==> src/rtl/sec_ctr_pkg.sv <==
package sec_ctr_pkg;
    parameter int unsigned SEC_W  = 32;
    parameter int unsigned HALF_W = SEC_W / 2;

    typedef logic [SEC_W-1:0]  sec_t;
    typedef logic [HALF_W-1:0] half_t;

    typedef struct packed {
        sec_t count;
        logic flag;
    } core_state_t;
endpackage

==> src/rtl/sec_tick_div.sv <==
module sec_tick_div #(
    parameter int unsigned CLK_HZ = 32768
) (
    input  logic clk,
    input  logic rst_n,
    input  logic active,
    output logic tick
);
    localparam int unsigned DIV_W = (CLK_HZ > 1) ? $clog2(CLK_HZ) : 1;
    localparam logic [DIV_W-1:0] DIV_LAST = DIV_W'(CLK_HZ - 1);

    logic [DIV_W-1:0] div_d, div_q;

    always_comb begin
        tick  = active && (div_q == DIV_LAST);
        div_d = div_q;
        if (!active || tick) begin
            div_d = '0;
        end else begin
            div_d = div_q + 1'b1;
        end
    end

    always_ff @(posedge clk) begin
        if (!rst_n) div_q <= '0;
        else        div_q <= div_d;
    end

    // divider never leaves its range
    assert_div_range_R1: assert property (@(posedge clk) disable iff (!rst_n)
        div_q <= DIV_LAST);
    // inactive cycle parks the divider at zero
    assert_div_park_R6: assert property (@(posedge clk) disable iff (!rst_n)
        !active |=> div_q == '0);
endmodule

==> src/rtl/sec_limit_reg.sv <==
module sec_limit_reg
    import sec_ctr_pkg::*;
(
    input  logic  clk,
    input  logic  rst_n,
    input  logic  lo_wr,
    input  logic  hi_wr,
    input  half_t half,
    output sec_t  limit
);
    sec_t lim_d, lim_q;

    always_comb begin
        lim_d = lim_q;
        if (lo_wr) lim_d[HALF_W-1:0]     = half;
        if (hi_wr) lim_d[SEC_W-1:HALF_W] = half;
    end

    always_ff @(posedge clk) begin
        if (!rst_n) lim_q <= '1;
        else        lim_q <= lim_d;
    end

    assign limit = lim_q;

    // lower-half write lands in the low bits
    assert_lo_write_R2: assert property (@(posedge clk) disable iff (!rst_n)
        lo_wr |=> lim_q[HALF_W-1:0] == $past(half));
    // upper-half write lands in the high bits
    assert_hi_write_R2: assert property (@(posedge clk) disable iff (!rst_n)
        hi_wr |=> lim_q[SEC_W-1:HALF_W] == $past(half));
endmodule

==> src/rtl/sec_count_core.sv <==
module sec_count_core
    import sec_ctr_pkg::*;
(
    input  logic clk,
    input  logic rst_n,
    input  logic tick,
    input  sec_t limit,
    output sec_t count,
    output logic flag
);
    core_state_t st_d, st_q;
    logic [SEC_W:0] inc;

    always_comb begin
        inc        = {1'b0, st_q.count} + 1'b1;
        st_d       = st_q;
        st_d.flag  = 1'b0;
        if (tick) begin
            if (inc > {1'b0, limit}) st_d.count = '0;
            else                     st_d.count = inc[SEC_W-1:0];
            st_d.flag = (st_d.count == '0);
        end
    end

    always_ff @(posedge clk) begin
        if (!rst_n) st_q <= '0;
        else        st_q <= st_d;
    end

    assign count = st_q.count;
    assign flag  = st_q.flag;

    // a tick either steps the count by one or clears it
    assert_step_R3: assert property (@(posedge clk) disable iff (!rst_n)
        tick |=> (st_q.count == '0) || (st_q.count == $past(st_q.count) + 1'b1));
    // without a tick the count is held
    assert_hold_R6: assert property (@(posedge clk) disable iff (!rst_n)
        !tick |=> $stable(st_q.count));
    // flag only ever appears with a zero count
    assert_flag_zero_R4: assert property (@(posedge clk) disable iff (!rst_n)
        st_q.flag |-> st_q.count == '0);
    // flag only follows a tick
    assert_flag_tick_R4: assert property (@(posedge clk) disable iff (!rst_n)
        !tick |=> !st_q.flag);
endmodule

==> src/rtl/sec_wrap_counter.sv <==
module sec_wrap_counter
    import sec_ctr_pkg::*;
#(
    parameter int unsigned CLK_HZ = 32768
) (
    input  logic              clk,
    input  logic              rst_n,
    input  logic              en,
    input  logic              rtc_mode,
    input  logic              lim_lo_wr,
    input  logic              lim_hi_wr,
    input  logic [HALF_W-1:0] lim_half,
    output logic [SEC_W-1:0]  sec_count,
    output logic              wrap_flag
);
    logic active;
    logic tick;
    sec_t limit;
    sec_t count;

    assign active = en && rtc_mode;

    sec_tick_div #(.CLK_HZ(CLK_HZ)) u_div (
        .clk    (clk),
        .rst_n  (rst_n),
        .active (active),
        .tick   (tick)
    );

    sec_limit_reg u_lim (
        .clk   (clk),
        .rst_n (rst_n),
        .lo_wr (lim_lo_wr),
        .hi_wr (lim_hi_wr),
        .half  (lim_half),
        .limit (limit)
    );

    sec_count_core u_core (
        .clk   (clk),
        .rst_n (rst_n),
        .tick  (tick),
        .limit (limit),
        .count (count),
        .flag  (wrap_flag)
    );

    assign sec_count = rtc_mode ? count : '0;

    // inactive block never raises the flag in the following cycle
    assert_idle_noflag_R6: assert property (@(posedge clk) disable iff (!rst_n)
        !active |=> !wrap_flag);
endmodule

==> config.mk <==
export PLATFORM = sky130hd
export DESIGN_NAME = sec_wrap_counter
export DESIGN_NICKNAME = d
export VERILOG_FILES = /design/src/rtl/sec_ctr_pkg.sv /design/src/rtl/sec_tick_div.sv /design/src/rtl/sec_limit_reg.sv /design/src/rtl/sec_count_core.sv /design/src/rtl/sec_wrap_counter.sv
export SDC_FILE = /design/constraint.sdc
export NUM_CORES = 1
export LEC_CHECK = 0
export BUFFER_PORTS_ARGS = -buffer_cell sky130_fd_sc_hd__buf_4
export CORE_AREA = 2 2 95 97
export DETAILED_ROUTE_END_ITERATION = 10
export DIE_AREA = 0 0 97 99
export GPL_ROUTABILITY_DRIVEN = 0
export GPL_TIMING_DRIVEN = 1
export MAX_ROUTING_LAYER = met4
export PLACE_DENSITY = 0.81
export SLEW_MARGIN = 25
export SYNTH_ARGS = -nofsm -noshare
export SYNTH_HDL_FRONTEND = slang
export SYNTH_SLANG_ARGS = --single-unit
==> constraint.sdc <==
create_clock -name clk -period 7.3 [get_ports clk]
set_clock_uncertainty 0.1 [all_clocks]
set_input_delay 0.73 -clock clk [delete_from_list [all_inputs] [get_ports clk]]
set_output_delay 0.73 -clock clk [all_outputs]
set_load 0.05 [all_outputs]
* Word level (Yosys, flattened, before mapping) *
Index checks and enable logic that the tools add are counted.

word-level totals
  input port bits = 22
  register bits after elaboration = 80

cells by class
  bitwise gates (word level) = 1
  multiplexer cells = 3
  add/sub/neg operators = 2
  $lt $le $gt $ge = 1
  equality and inequality tests = 1
  reduce and logical (&&, ||, !) cells = 7

operators with widths
  cell                     number
  $mux W32                 3
  $add A32 B1 Y33 const B  1
  $gt A33 B32 Y1           1
  $logic_not A32 Y1        1
  $add A15 B1 Y15 const B  1
  $eq A15 B15 Y1 const B   1
  $logic_and A1 B1 Y1      2
  $reduce_and A2 Y1        1
  $reduce_or A2 Y1         1
  $logic_not A1 Y1         1
  $logic_or A1 B1 Y1       1
  $not A1 Y1               1

* Longest topological paths before layout *
Gate-level depths: netlist (run 1).

  depth after elaboration = 5
  gate-level depth with buffers = 17
  depth with buffers taken out = 13

* By module *
A second synthesis (run 1) with hierarchy kept.

unflattened totals
  cells, all modules = 656
  area, all modules = 5352.6 sq um

modules (own cells, without submodules)
  module            cells each  area an instance (sq um)  instances  sequential area each (sq um)
  sec_count_core    446         3263.1                    1          660.6
  sec_limit_reg     103         1157.4                    1          640.6
  sec_tick_div      71          669.4                     1          300.3
  sec_wrap_counter  36          262.8                     1          0.0

* Worst setup path after synthesis (run 1) *
Ideal clock, no wire load.

  path kind = register -> register
  from = register u_core.st_q, in the netlist u_core.count[14]
  to = register u_core.st_q, in the netlist u_core.count[2]
  setup slack = 3.448 ns
  setup time = 0.074 ns
  stages on the path, launching flop included = 16
  arrival time = 3.678 ns
  required time = 7.126 ns
  path buffers = 3
  cell sequence = dfxtp_1 > clkbuf_1 > nand3_1 > nor4_1 > and3_1 > clkbuf_1 > nand3_1 > xnor2_1 > ha_1 > nand3_1 > nor4_1 > a32oi_1 > nor3_1 > clkbuf_1 > nand3b_1 > a31oi_1

between the ends
  longest elaborated chain between the ends = 4

ends and longest elaborated chain
  element                 line                  RTL
  from (decl)             sec_count_core.sv:11  core_state_t st_d, st_q;
  from (signal assigned)  sec_count_core.sv:27  else st_q <= st_d;
  $add A32 B1 Y33         sec_count_core.sv:15  inc = {1'b0, st_q.count} + 1'b1;
  $gt A33 B32 Y1          sec_count_core.sv:19  if (inc > {1'b0, limit}) st_d.count = '0;
  $mux W32                sec_count_core.sv:19
  $mux W32                sec_count_core.sv:18  if (tick) begin

No other way between the ends. The select of a mux whose other input is x is not followed.
A chain may end at the register's enable or synchronous reset.

* Worst setup path after layout (run 1) *
  from = register u_core.st_q, in the netlist u_core.count[17]
  to = register u_core.st_q, in the netlist u_core.count[14]

Same word-level chain as after synthesis.

==> impl_table.tex, run 1 <==
\begin{tabular}{lr}
\hline
Metric & Value \\
\hline
\multicolumn{2}{l}{\textbf{Power}} \\
\quad Worst supply voltage drop on vdd & 0.103 mV \\
\quad Cell area power density & 166 nW/um\^{}2 \\
\quad Leak & 2.43 nW \\
\multicolumn{2}{l}{\textbf{Timing}} \\
\quad Peak clock frequency supported by timing & 218 MHz \\
\quad Setup violation total in the final timing report & 0 \\
\quad Final TNS setup & 0 ns \\
\quad Measured slew at the worst slew-check pin & 0.971 ns \\
\quad Shortest clock period the worst path allows after layout & 4.58 ns \\
\quad Final critical-path share of the clock period & 62.8\% \\
\quad Unrepaired setup endpoints after global routing & no \\
\quad Pins Over Slew Limit & 0 \\
\quad Post-route worst hold slack & 0.360 ns \\
\quad Hold Vio Cnt, Final & 0 \\
\quad Headroom to the max-slew limit & 34.7\% \\
\multicolumn{2}{l}{\textbf{Floorplan}} \\
\quad DIE AREA & 9600 sq um \\
\quad Die extent in x & 97 microns \\
\quad Number of top-level pins & 55 \\
\quad Vert. Die Dim & 99 microns \\
\quad Initial standard-cell utilization of the core & 58.6\% \\
\quad Row Count & 34 \\
\quad Core ar. & 8550 sq um \\
\multicolumn{2}{l}{\textbf{Setup path}} \\
\quad Reg2reg start & u\_core.count[17]\$\_SDFFE\_PN0P\_ \\
\quad WP data required & 7.44 ns \\
\quad Number of cells traversed by the worst register-to-register path & 14 \\
\quad Startpoint Class & flop \\
\quad Reg-to-reg endpoint & u\_core.count[14]\$\_SDFFE\_PN0P\_ \\
\quad Start point of the critical path & u\_core.count[17]\$\_SDFFE\_PN0P\_ \\
\quad Worst setup path category & flop to flop \\
\quad Critical Path End Type & flop \\
\quad Timing endpoint of the critical path & u\_core.count[14]\$\_SDFFE\_PN0P\_ \\
\quad Worst setup slack for register-to-register paths & 2.72 ns \\
\quad Arr. time, crit path & 4.73 ns \\
\quad Worst-path fanout max & 39 \\
\multicolumn{2}{l}{\textbf{Cells and area}} \\
\quad Number of inserted diodes & 0 \\
\quad Layout overhead on the synthesized area & 11.5\% \\
\quad Number of fill cells & 685 \\
\quad Final-stage net count & 714 \\
\quad Share of post-route cells with drive strength above 1 & 13.9\% \\
\multicolumn{2}{l}{\textbf{Logic synthesis}} \\
\quad Dominant cell type by area after synthesis & dfxtp\_1 \\
\quad Number of storage elements in the synthesis netlist & 80 \\
\quad Fraction of the yosys area taken by sequential cells & 32.0\% \\
\quad Synth cell count leaders & nand2\_1 (87), dfxtp\_1 (80), inv\_1 (41) \\
\quad Area of the mapped netlist & 5010 sq um \\
\quad Leading register cell type out of synthesis & dfxtp\_1 \\
\quad Number of enable flip-flop cells after synthesis & 0 \\
\quad Number of distinct library cells after synthesis & 60 \\
\quad Cell with the most instances after synthesis & nand2\_1 \\
\quad Cell count after synthesis & 632 \\
\quad Largest cells by area after synthesis & dfxtp\_1 (32\%), ha\_1 (8.5\%), nand2\_1 (6.5\%) \\
\quad Yosys warning count & 0 \\
\quad Area share of the largest cell type after synthesis & 32.0\% \\
\quad Synthesized netlist net count & 688 \\
\quad Syn avg cell area & 7.93 sq um \\
\quad Async SR Flop Fraction & 0\% \\
\multicolumn{2}{l}{\textbf{Detailed routing}} \\
\quad Vias after detailed routing & 4715 \\
\quad Drt pass-1 iters & 5 \\
\quad Number of DRC markers after the initial detailed-route iteration & 463 \\
\quad Sum of routed wire length over all layers & 12900 microns \\
\quad Via count normalized by instance count & 6.12 \\
\quad DRC errors left & 0 \\
\quad Number of routed nets with antenna violations & 0 \\
\quad DR WL/cell & 16.8 microns \\
\multicolumn{2}{l}{\textbf{Hold path}} \\
\quad Hold Path Class & flop to flop \\
\multicolumn{2}{l}{\textbf{Clock tree}} \\
\quad Number of buffers inserted to repair setup after CTS & 0 \\
\quad Clock Path Buffers & 2 \\
\quad Worst-path clk slew & 0.08 ns \\
\quad Quantity of hold-fixing buffers added after cts & 0 \\
\quad CTS Sinks & 80 \\
\quad TritonCTS Buffers & 9 \\
\quad Post-cts repair resize count & 0 \\
\quad Clock tree from TritonCTS & built \\
\quad Clock latency on the worst-skew pair & 0.36 ns \\
\quad Deepest level of the CTS H-tree & 3 \\
\quad Buffer cell driving the clock tree root & clkbuf\_8 \\
\multicolumn{2}{l}{\textbf{Placed design}} \\
\quad Input/output buffers & 54 \\
\quad DP HPWL & 9400 microns \\
\multicolumn{2}{l}{\textbf{Global routing}} \\
\quad First-pass GRT wire length & 21400 microns \\
\quad Antenna violations before repair & 0 \\
\quad Pin count of the biggest net entering global routing & 40 \\
\quad Vias in the first global route & 4478 \\
\quad Overflow left after global routing & 0 \\
\quad Tot GR Track Use & 27.9\% \\
\multicolumn{2}{l}{\textbf{Job}} \\
\quad Maxcap violations & 0 \\
\multicolumn{2}{l}{\textbf{Status}} \\
\quad Run status & finished clean \\
\hline
\end{tabular}
-- where the power goes --
group	total, mW	switching (mW)	internal [mW]
combinational	0.0867	0.0532	0.0335
sequential	0.466	0.0141	0.451
clock	0.377	0.165	0.212
-- cell usage in the layout, fill, tap and decap left out, types with 14 or more instances in the layout --
master     n
nand2_1   87
dfxtp_1   80
buf_4     58
inv_1     41
nand3_1   38
a21oi_1   36
ha_1      34
and2_1    32
o211ai_1  32
nor2_1    28
xnor2_1   26
nand4_1   19
xor2_1    16
nor3_1    14
-- critical path: stages (launching register included) --
cell,delay [ns]
dfxtp_1,0.61
nand4_1,0.22
nor4_1,0.84
and3_1,0.42
nand2_1,0.10
xnor2_1,0.17
ha_1,0.32
nand3_1,0.16
nor4_1,0.40
a21bo_2,0.27
a21oi_1,0.23
nor3_2,0.08
buf_4,0.26
a32oi_1,0.24
nor2_1,0.05
-- worst min path at each step --
| stage | from | end | cells after the start |
|---|---|---|---|
| after floorplan | u_div.div_q[0]$_SDFF_PP0_ | u_div.div_q[0]$_SDFF_PP0_ | 1 |
| after global placement | u_div.div_q[0]$_SDFF_PP0_ | u_div.div_q[0]$_SDFF_PP0_ | 1 |
| after detailed placement | u_div.div_q[0]$_SDFF_PP0_ | u_div.div_q[0]$_SDFF_PP0_ | 1 |
| after CTS | u_div.div_q[0]$_SDFF_PP0_ | u_div.div_q[0]$_SDFF_PP0_ | 1 |
| after global routing | u_div.div_q[0]$_SDFF_PP0_ | u_div.div_q[0]$_SDFF_PP0_ | 1 |
| final | u_div.div_q[0]$_SDFF_PP0_ | u_div.div_q[0]$_SDFF_PP0_ | 1 |
-- stage by stage --
step / setup slack, ns / power (mW) / instance area, sq um / util (%) / cells
2_1_floorplan: 3.45 / 0.532 / 5010 / - / 632
3_3_place_gp: 2.94 / 0.556 / 5350 / 62.6 / 755
3_5_place_dp: 2.76 / 0.561 / 5350 / 62.6 / 755
4_1_cts: 2.73 / 0.931 / 5580 / 65.3 / 771
5_1_grt: 2.30 / 0.963 / 5590 / 65.3 / 771
6_report: 2.72 / 0.929 / 5590 / 65.3 / 771
-- state kept, by name, summed over array words and instances, names as in the netlist --
register,flops
u_div.div_q,15
u_core.flag,1
u_lim.limit,32
u_core.count,32
-- metal layers --
metal	track usage, %	part of all wire [%]	vias to the layer above
met5	-	0	-
met4	11.4	2.8	0
met3	5.11	8.2	35
met2	42.7	45	231
met1	36.6	44	2169
li1	-	-	2280
-- cell families after synthesis --
logic type	Yosys count	synth area share (%)
AND/OR/NAND/NOR	278	29.2
buffers and inverters	85	7.96
multiplexers	2	0.400
flip-flops	80	32.0
XOR/XNOR	42	7.34
adder cells (fa/ha/maj)	34	8.49
AO/OA/AOI/OAI	111	14.6
-- cell type report --
class / count / area [sq um] / area share [%]
multi-input cells: 467 / 3030 / 54.2
flip-flops and latches: 80 / 1600 / 28.7
repair buffers: 58 / 435 / 7.79
inverters: 42 / 158 / 2.82
clock buffers: 12 / 155 / 2.78
well taps: 108 / 135 / 2.42
clock inverters: 4 / 76.3 / 1.37
Power figures use the tool's default switching activity.
==> run 2: changes to the inputs <==
CORE_AREA = 2 2 100 102   (was 2 2 95 97)
DIE_AREA = 0 0 102 104   (was 0 0 97 99)
PLACE_DENSITY = 0.77   (was 0.81)
clock period = 4.03 ns   (was 7.3 ns; I/O delays follow)
==> impl_table.tex, run 2 (synthesized netlist as in run 1, its figures left out) <==
\begin{tabular}{lr}
\hline
Metric & Value \\
\hline
\multicolumn{2}{l}{\textbf{Status}} \\
\quad Run status & finished clean (unchanged) \\
\multicolumn{2}{l}{\textbf{Detailed routing}} \\
\quad DRC errors left & 0 (unchanged) \\
\quad Drt pass-1 iters & 5 (unchanged) \\
\quad Number of routed nets with antenna violations & 0 (unchanged) \\
\quad Vias after detailed routing & 4753 (was 4715) \\
\quad Number of DRC markers after the initial detailed-route iteration & 407 (was 463) \\
\quad DR WL/cell & 16.4 microns (was 16.8 microns) \\
\quad Via count normalized by instance count & 5.85 (was 6.12) \\
\quad Sum of routed wire length over all layers & 13300 microns (was 12900 microns) \\
\multicolumn{2}{l}{\textbf{Hold path}} \\
\quad Hold Path Class & input pin to flop (was flop to flop) \\
\quad Origin of the worst min-delay path & lim\_half[15] (was u\_div.div\_q[0]\$\_SDFF\_PP0\_) \\
\multicolumn{2}{l}{\textbf{Clock tree}} \\
\quad Worst-path clk slew & 0.09 ns (was 0.08 ns) \\
\quad Clock tree from TritonCTS & built (unchanged) \\
\quad TritonCTS Buffers & 9 (unchanged) \\
\quad Quantity of hold-fixing buffers added after cts & 0 (unchanged) \\
\quad Post-cts repair resize count & 0 (unchanged) \\
\quad Number of buffers inserted to repair setup after CTS & 0 (unchanged) \\
\quad Clock latency on the worst-skew pair & 0.36 ns (about the same) \\
\quad Clock Path Buffers & 2 (unchanged) \\
\quad Buffer cell driving the clock tree root & clkbuf\_8 (unchanged) \\
\quad Deepest level of the CTS H-tree & 3 (unchanged) \\
\quad CTS Sinks & 80 (unchanged) \\
\multicolumn{2}{l}{\textbf{Global routing}} \\
\quad Tot GR Track Use & 26.3\% (was 27.9\%) \\
\quad Vias in the first global route & 4320 (was 4478) \\
\quad Antenna violations before repair & 0 (unchanged) \\
\quad Pin count of the biggest net entering global routing & 36 (was 40) \\
\quad First-pass GRT wire length & 21700 microns (was 21400 microns) \\
\quad Overflow left after global routing & 0 (unchanged) \\
\multicolumn{2}{l}{\textbf{Setup path}} \\
\quad Ordered cell list for the critical path & ha\_1 > nand4\_1 > or4\_4 > nor3\_1 > xnor2\_1 > ha\_1 > nand3\_1 > nor4\_2 > a21bo\_2 > a21oi\_1 > nor3\_2 > buf\_6 > o32ai\_1 (was nand4\_1 > nor4\_1 > and3\_1 > nand2\_1 > xnor2\_1 > ha\_1 > nand3\_1 > nor4\_1 > a21bo\_2 > a21oi\_1 > nor3\_2 > buf\_4 > a32oi\_1 > nor2\_1) \\
\quad Worst setup path category & flop to flop (unchanged) \\
\quad Cell family with the largest share of critical-path delay & simple AND/OR/NAND/NOR gates (unchanged) \\
\quad Worst-path fanout max & 20 (was 39) \\
\quad Critical Path End Type & flop (unchanged) \\
\quad Critical Path Most Common Cell & ha\_1 (was nor4\_1) \\
\quad Reg2reg start & u\_core.count[0]\$\_SDFFE\_PN0P\_ (was u\_core.count[17]\$\_SDFFE\_PN0P\_) \\
\quad Startpoint Class & flop (unchanged) \\
\quad Arr. time, crit path & 3.98 ns (was 4.73 ns) \\
\quad WP data required & 4.18 ns (was 7.44 ns) \\
\quad Cell with the largest stage delay on the worst path & or4\_4 (was nor4\_1) \\
\quad Critical path buffers and inverters & 1 (unchanged) \\
\quad Start point of the critical path & u\_core.count[0]\$\_SDFFE\_PN0P\_ (was u\_core.count[17]\$\_SDFFE\_PN0P\_) \\
\quad Peak per-stage delay on the critical path & 0.52 ns (was 0.84 ns) \\
\multicolumn{2}{l}{\textbf{Floorplan}} \\
\quad Vert. Die Dim & 104 microns (was 99 microns) \\
\quad Number of top-level pins & 55 (unchanged) \\
\quad Row Count & 36 (was 34) \\
\quad Initial standard-cell utilization of the core & 52.5\% (was 58.6\%) \\
\quad Core ar. & 9550 sq um (was 8550 sq um) \\
\quad Die extent in x & 102 microns (was 97 microns) \\
\quad DIE AREA & 10600 sq um (was 9600 sq um) \\
\multicolumn{2}{l}{\textbf{Power}} \\
\quad Cell area power density & 300 nW/um\^{}2 (was 166 nW/um\^{}2) \\
\quad Worst supply voltage drop on vdd & 0.229 mV (was 0.103 mV) \\
\quad Leak & 2.53 nW (was 2.43 nW) \\
\multicolumn{2}{l}{\textbf{Cells and area}} \\
\quad Leading cell types in the layout, fill and taps excluded & nand2\_1 (87), buf\_4 (72), dfxtp\_1 (69) (was nand2\_1 (87), dfxtp\_1 (80), buf\_4 (58)) \\
\quad Number of inserted diodes & 0 (unchanged) \\
\quad Final-stage net count & 730 (was 714) \\
\quad Most frequent standard cell in the layout excluding fill and tap cells & nand2\_1 (unchanged) \\
\quad Number of fill cells & 842 (was 685) \\
\quad Share of post-route cells with drive strength above 1 & 17.8\% (was 13.9\%) \\
\quad Layout overhead on the synthesized area & 15.5\% (was 11.5\%) \\
\multicolumn{2}{l}{\textbf{Timing}} \\
\quad Peak clock frequency supported by timing & 262 MHz (was 218 MHz) \\
\quad Final critical-path share of the clock period & 94.9\% (was 62.8\%) \\
\quad Setup violation total in the final timing report & 0 (unchanged) \\
\quad Post-route worst hold slack & 0.171 ns (was 0.360 ns) \\
\quad Shortest clock period the worst path allows after layout & 3.82 ns (was 4.58 ns) \\
\quad Measured slew at the worst slew-check pin & 0.459 ns (was 0.971 ns) \\
\quad Pins Over Slew Limit & 0 (unchanged) \\
\quad Fin worst setup slack & 0.207 ns (was 2.72 ns) \\
\quad Final TNS setup & 0 ns (unchanged) \\
\quad Hold Vio Cnt, Final & 0 (unchanged) \\
\quad Headroom to the max-slew limit & 69.4\% (was 34.7\%) \\
\multicolumn{2}{l}{\textbf{Job}} \\
\quad Maxcap violations & 0 (unchanged) \\
\multicolumn{2}{l}{\textbf{Placed design}} \\
\quad DP HPWL & 9560 microns (was 9400 microns) \\
\quad Worst slack after detailed placement & 0.128 ns (was 2.76 ns) \\
\quad Input/output buffers & 54 (unchanged) \\
\hline
\end{tabular}
## run 2: cell count changes in the layout (fill, tap and decap cells not counted), moves of 2 or more
cell / change
dfxtp_2: +11
buf_4: +14
inv_6: +2
dfxtp_1: -11
buf_6: +2
clkbuf_8: -2
## run 2: power breakdown
part           leakage (nW)  switching (mW)  internal (mW)
logic                  1.75           0.104         0.0639
clock network         0.117           0.316          0.416
registers             0.660          0.0171          0.818
## run 2: per-layer routing
| metal | track usage (%) | part of all wire (%) | vias up |
|---|---|---|---|
| met5 | - | 0 | - |
| met4 | 11.2 | 3.8 | 0 |
| met3 | 4.30 | 6.0 | 52 |
| met2 | 38.7 | 46 | 188 |
| met1 | 35.5 | 44 | 2206 |
| li1 | - | - | 2307 |
## run 2: worst min-delay path: stages
cell      delay (ns)
buf_4           0.09
nand2_1         0.04
o211ai_1        0.06
## run 2: final cells by class
| type | count | area, sq um | share of cell area, % |
|---|---|---|---|
| clock inverters | 6 | 115 | 1.99 |
| well taps | 133 | 166 | 2.88 |
| multi-input cells | 467 | 3040 | 52.6 |
| clock buffers | 10 | 128 | 2.21 |
| flip-flops and latches | 80 | 1620 | 27.9 |
| inverters | 42 | 158 | 2.72 |
| repair buffers | 74 | 563 | 9.73 |
## run 2: worst paths after layout
kind	cells past startpoint	slack, ns	endpoint
worst max-delay path	13	0.21	u_core.flag$_SDFF_PN0_
worst min-delay path	3	0.17	u_lim.limit[31]$_SDFFE_PN1P_
worst max register to register	13	0.21	u_core.flag$_SDFF_PN0_
worst min register to register	1	0.38	u_div.div_q[0]$_SDFF_PP0_
## run 2: stage by stage
stage / instances / cell area [sq um] / power (mW) / util [%]
CTS: 812 / 5740 / 1.74 / 60.2
floorplan: 632 / 5010 / 0.963 / -
detailed placement: 796 / 5500 / 1.02 / 57.6
finish: 812 / 5790 / 1.74 / 60.6
global route: 812 / 5790 / 1.80 / 60.6
global placement: 796 / 5500 / 1.01 / 57.6
==> run 3: changes to the inputs <==
PLACE_DENSITY = 0.76   (was 0.77)
SKIP_CTS_REPAIR_TIMING = 1   (was unset)
==> impl_table.tex, run 3 (synthesized netlist as in run 1, its figures left out) <==
\begin{tabular}{lr}
\hline
Metric & Value \\
\hline
\multicolumn{2}{l}{\textbf{Status}} \\
\quad Run status & finished clean (unchanged) \\
\multicolumn{2}{l}{\textbf{Setup path}} \\
\quad Cell family with the largest share of critical-path delay & simple AND/OR/NAND/NOR gates (unchanged) \\
\quad Peak per-stage delay on the critical path & 0.60 ns (was 0.52 ns) \\
\quad Worst-path fanout max & 39 (was 20) \\
\quad Cell with the largest stage delay on the worst path & or4\_4 (unchanged) \\
\quad Critical Path End Type & flop (unchanged) \\
\quad WP data required & 4.23 ns (was 4.18 ns) \\
\quad Start point of the critical path & u\_core.count[7]\$\_SDFFE\_PN0P\_ (was u\_core.count[0]\$\_SDFFE\_PN0P\_) \\
\quad Startpoint Class & flop (unchanged) \\
\quad Reg2reg start & u\_core.count[7]\$\_SDFFE\_PN0P\_ (was u\_core.count[0]\$\_SDFFE\_PN0P\_) \\
\quad Arr. time, crit path & 4.02 ns (was 3.98 ns) \\
\quad Worst setup path category & flop to flop (unchanged) \\
\quad Critical path buffers and inverters & 1 (unchanged) \\
\quad Ordered cell list for the critical path & nand4\_4 > or4\_4 > o21a\_1 > or2\_2 > ha\_1 > a21oi\_1 > o21ai\_0 > a221oi\_1 > a32oi\_1 > nor3\_2 > buf\_12 > nand4b\_1 > a31oi\_1 (was ha\_1 > nand4\_1 > or4\_4 > nor3\_1 > xnor2\_1 > ha\_1 > nand3\_1 > nor4\_2 > a21bo\_2 > a21oi\_1 > nor3\_2 > buf\_6 > o32ai\_1) \\
\multicolumn{2}{l}{\textbf{Hold path}} \\
\quad Origin of the worst min-delay path & lim\_half[13] (was lim\_half[15]) \\
\quad Hold Path Class & input pin to flop (unchanged) \\
\multicolumn{2}{l}{\textbf{Placed design}} \\
\quad Cell count after placement & 797 (was 796) \\
\quad Input/output buffers & 54 (unchanged) \\
\quad Instance area at placement & 5520 sq um (was 5500 sq um) \\
\quad DP HPWL & 9680 microns (was 9560 microns) \\
\multicolumn{2}{l}{\textbf{Cells and area}} \\
\quad Summed area of non-filler cells in the final layout & 5740 sq um (was 5790 sq um) \\
\quad Leading cell types in the layout, fill and taps excluded & nand2\_1 (87), buf\_4 (74), dfxtp\_1 (74) (was nand2\_1 (87), buf\_4 (72), dfxtp\_1 (69)) \\
\quad Number of inserted diodes & 0 (unchanged) \\
\quad Most frequent standard cell in the layout excluding fill and tap cells & nand2\_1 (unchanged) \\
\quad Share of post-route cells with drive strength above 1 & 17.4\% (was 17.8\%) \\
\quad Layout overhead on the synthesized area & 14.6\% (was 15.5\%) \\
\quad Post-Layout Cell Count & 813 (was 812) \\
\quad Multi-input logic area & 3050 sq um (was 3040 sq um) \\
\quad Final-stage net count & 731 (was 730) \\
\quad Storage element area & 1610 sq um (was 1620 sq um) \\
\quad Number of fill cells & 882 (was 842) \\
\multicolumn{2}{l}{\textbf{Timing}} \\
\quad Post-route worst hold slack & 0.155 ns (was 0.171 ns) \\
\quad Pins Over Slew Limit & 0 (unchanged) \\
\quad Headroom to the max-slew limit & 69.0\% (was 69.4\%) \\
\quad Peak clock frequency supported by timing & 261 MHz (was 262 MHz) \\
\quad Measured slew at the worst slew-check pin & 0.462 ns (was 0.459 ns) \\
\quad Hold Vio Cnt, Final & 0 (unchanged) \\
\quad Setup violation total in the final timing report & 0 (unchanged) \\
\quad Shortest clock period the worst path allows after layout & 3.83 ns (was 3.82 ns) \\
\quad Final critical-path share of the clock period & 95.0\% (was 94.9\%) \\
\multicolumn{2}{l}{\textbf{Detailed routing}} \\
\quad Sum of routed wire length over all layers & 13100 microns (was 13300 microns) \\
\quad DRC errors left & 0 (unchanged) \\
\quad DR WL/cell & 16.2 microns (was 16.4 microns) \\
\quad Drt pass-1 iters & 5 (unchanged) \\
\quad Vias after detailed routing & 4689 (was 4753) \\
\quad Number of DRC markers after the initial detailed-route iteration & 326 (was 407) \\
\quad Via count normalized by instance count & 5.77 (was 5.85) \\
\quad Number of routed nets with antenna violations & 0 (unchanged) \\
\multicolumn{2}{l}{\textbf{Clock tree}} \\
\quad Deepest level of the CTS H-tree & 3 (unchanged) \\
\quad CTS Sinks & 80 (unchanged) \\
\quad TritonCTS Buffers & 9 (unchanged) \\
\quad Clock Path Buffers & 2 (unchanged) \\
\quad Worst-path clk slew & 0.10 ns (was 0.09 ns) \\
\quad Buffer cell driving the clock tree root & clkbuf\_8 (unchanged) \\
\quad Clock latency on the worst-skew pair & 0.37 ns (was 0.36 ns) \\
\quad Clock tree from TritonCTS & built (unchanged) \\
\multicolumn{2}{l}{\textbf{Global routing}} \\
\quad Antenna violations before repair & 0 (unchanged) \\
\quad Overflow left after global routing & 0 (unchanged) \\
\quad Tot GR Track Use & 26.4\% (was 26.3\%) \\
\quad Pin count of the biggest net entering global routing & 40 (was 36) \\
\quad First-pass GRT wire length & 21600 microns (was 21700 microns) \\
\quad Vias in the first global route & 4459 (was 4320) \\
\multicolumn{2}{l}{\textbf{Power}} \\
\quad Leak & 2.53 nW (about the same) \\
\quad Worst supply voltage drop on vdd & 0.180 mV (was 0.229 mV) \\
\quad Total power of the final layout & 1.58 mW (was 1.74 mW) \\
\quad Cell area power density & 276 nW/um\^{}2 (was 300 nW/um\^{}2) \\
\multicolumn{2}{l}{\textbf{Floorplan}} \\
\quad Row Count & 36 (unchanged) \\
\quad Vert. Die Dim & 104 microns (unchanged) \\
\quad DIE AREA & 10600 sq um (unchanged) \\
\quad Core ar. & 9550 sq um (unchanged) \\
\quad Number of top-level pins & 55 (unchanged) \\
\quad Die extent in x & 102 microns (unchanged) \\
\quad Initial standard-cell utilization of the core & 52.5\% (unchanged) \\
\multicolumn{2}{l}{\textbf{Job}} \\
\quad Maxcap violations & 0 (unchanged) \\
\hline
\end{tabular}
-- run 3: changes by cell type in the layout (fill, tap and decap cells not counted), sizes merged --
cell	before	now
buf	74	75
bufinv	3	0
clkbuf	10	9
clkinv	1	3
clkinvlp	1	0
inv	43	46
-- run 3: per-stage QoR --
step	setup WS (ns)	setup TNS [ns]	util [%]
after floorplan	0.178	0	-
after global routing	-0.00239	-0.00239	60.1
after CTS	-0.0359	-0.0359	59.7
final	0.204	0	60.1
after detailed placement	-0.0202	-0.0202	57.8
after global placement	0.227	0	57.8
-- run 3: per-layer routing --
metal	share of wire, %	wire length (microns)	global-route usage [%]
met2	49	6380	40.5
met3	5.0	651	4.70
met1	43	5630	33.5
met5	0	0	-
met4	3.7	481	12.3
-- run 3: tightest hold or removal path: stages --
cell	delay (ns)
buf_4	0.08
nand2_1	0.04
o211ai_1	0.06
-- run 3: layout make-up --
type	instances	area share [%]
Tap cell	133	2.90
Clock buffer	9	2.16
Timing Repair Buffer	75	10.0
Multi-Input combinational cell	467	53.1
Inverter	42	2.75
Sequential cell	80	28.0
Clock inverter	7	1.05
-- run 3: path summary, 6_finish.rpt --
check / depth (start not counted) / endpoint / slack, ns
max: 13 / u_core.count[6]$_SDFFE_PN0P_ / 0.20
min: 3 / u_lim.limit[13]$_SDFFE_PN1P_ / 0.15
max reg2reg: 13 / u_core.count[6]$_SDFFE_PN0P_ / 0.20
min reg2reg: 1 / u_div.div_q[0]$_SDFF_PP0_ / 0.36
-- run 3: report_power, final --
| part | leakage, nW | switching (mW) | internal [mW] |
|---|---|---|---|
| Combinational | 1.77 | 0.107 | 0.0653 |
| Clock | 0.0969 | 0.341 | 0.237 |
| Sequential | 0.657 | 0.0154 | 0.818 |
| Total | 2.53 | 0.463 | 1.12 |
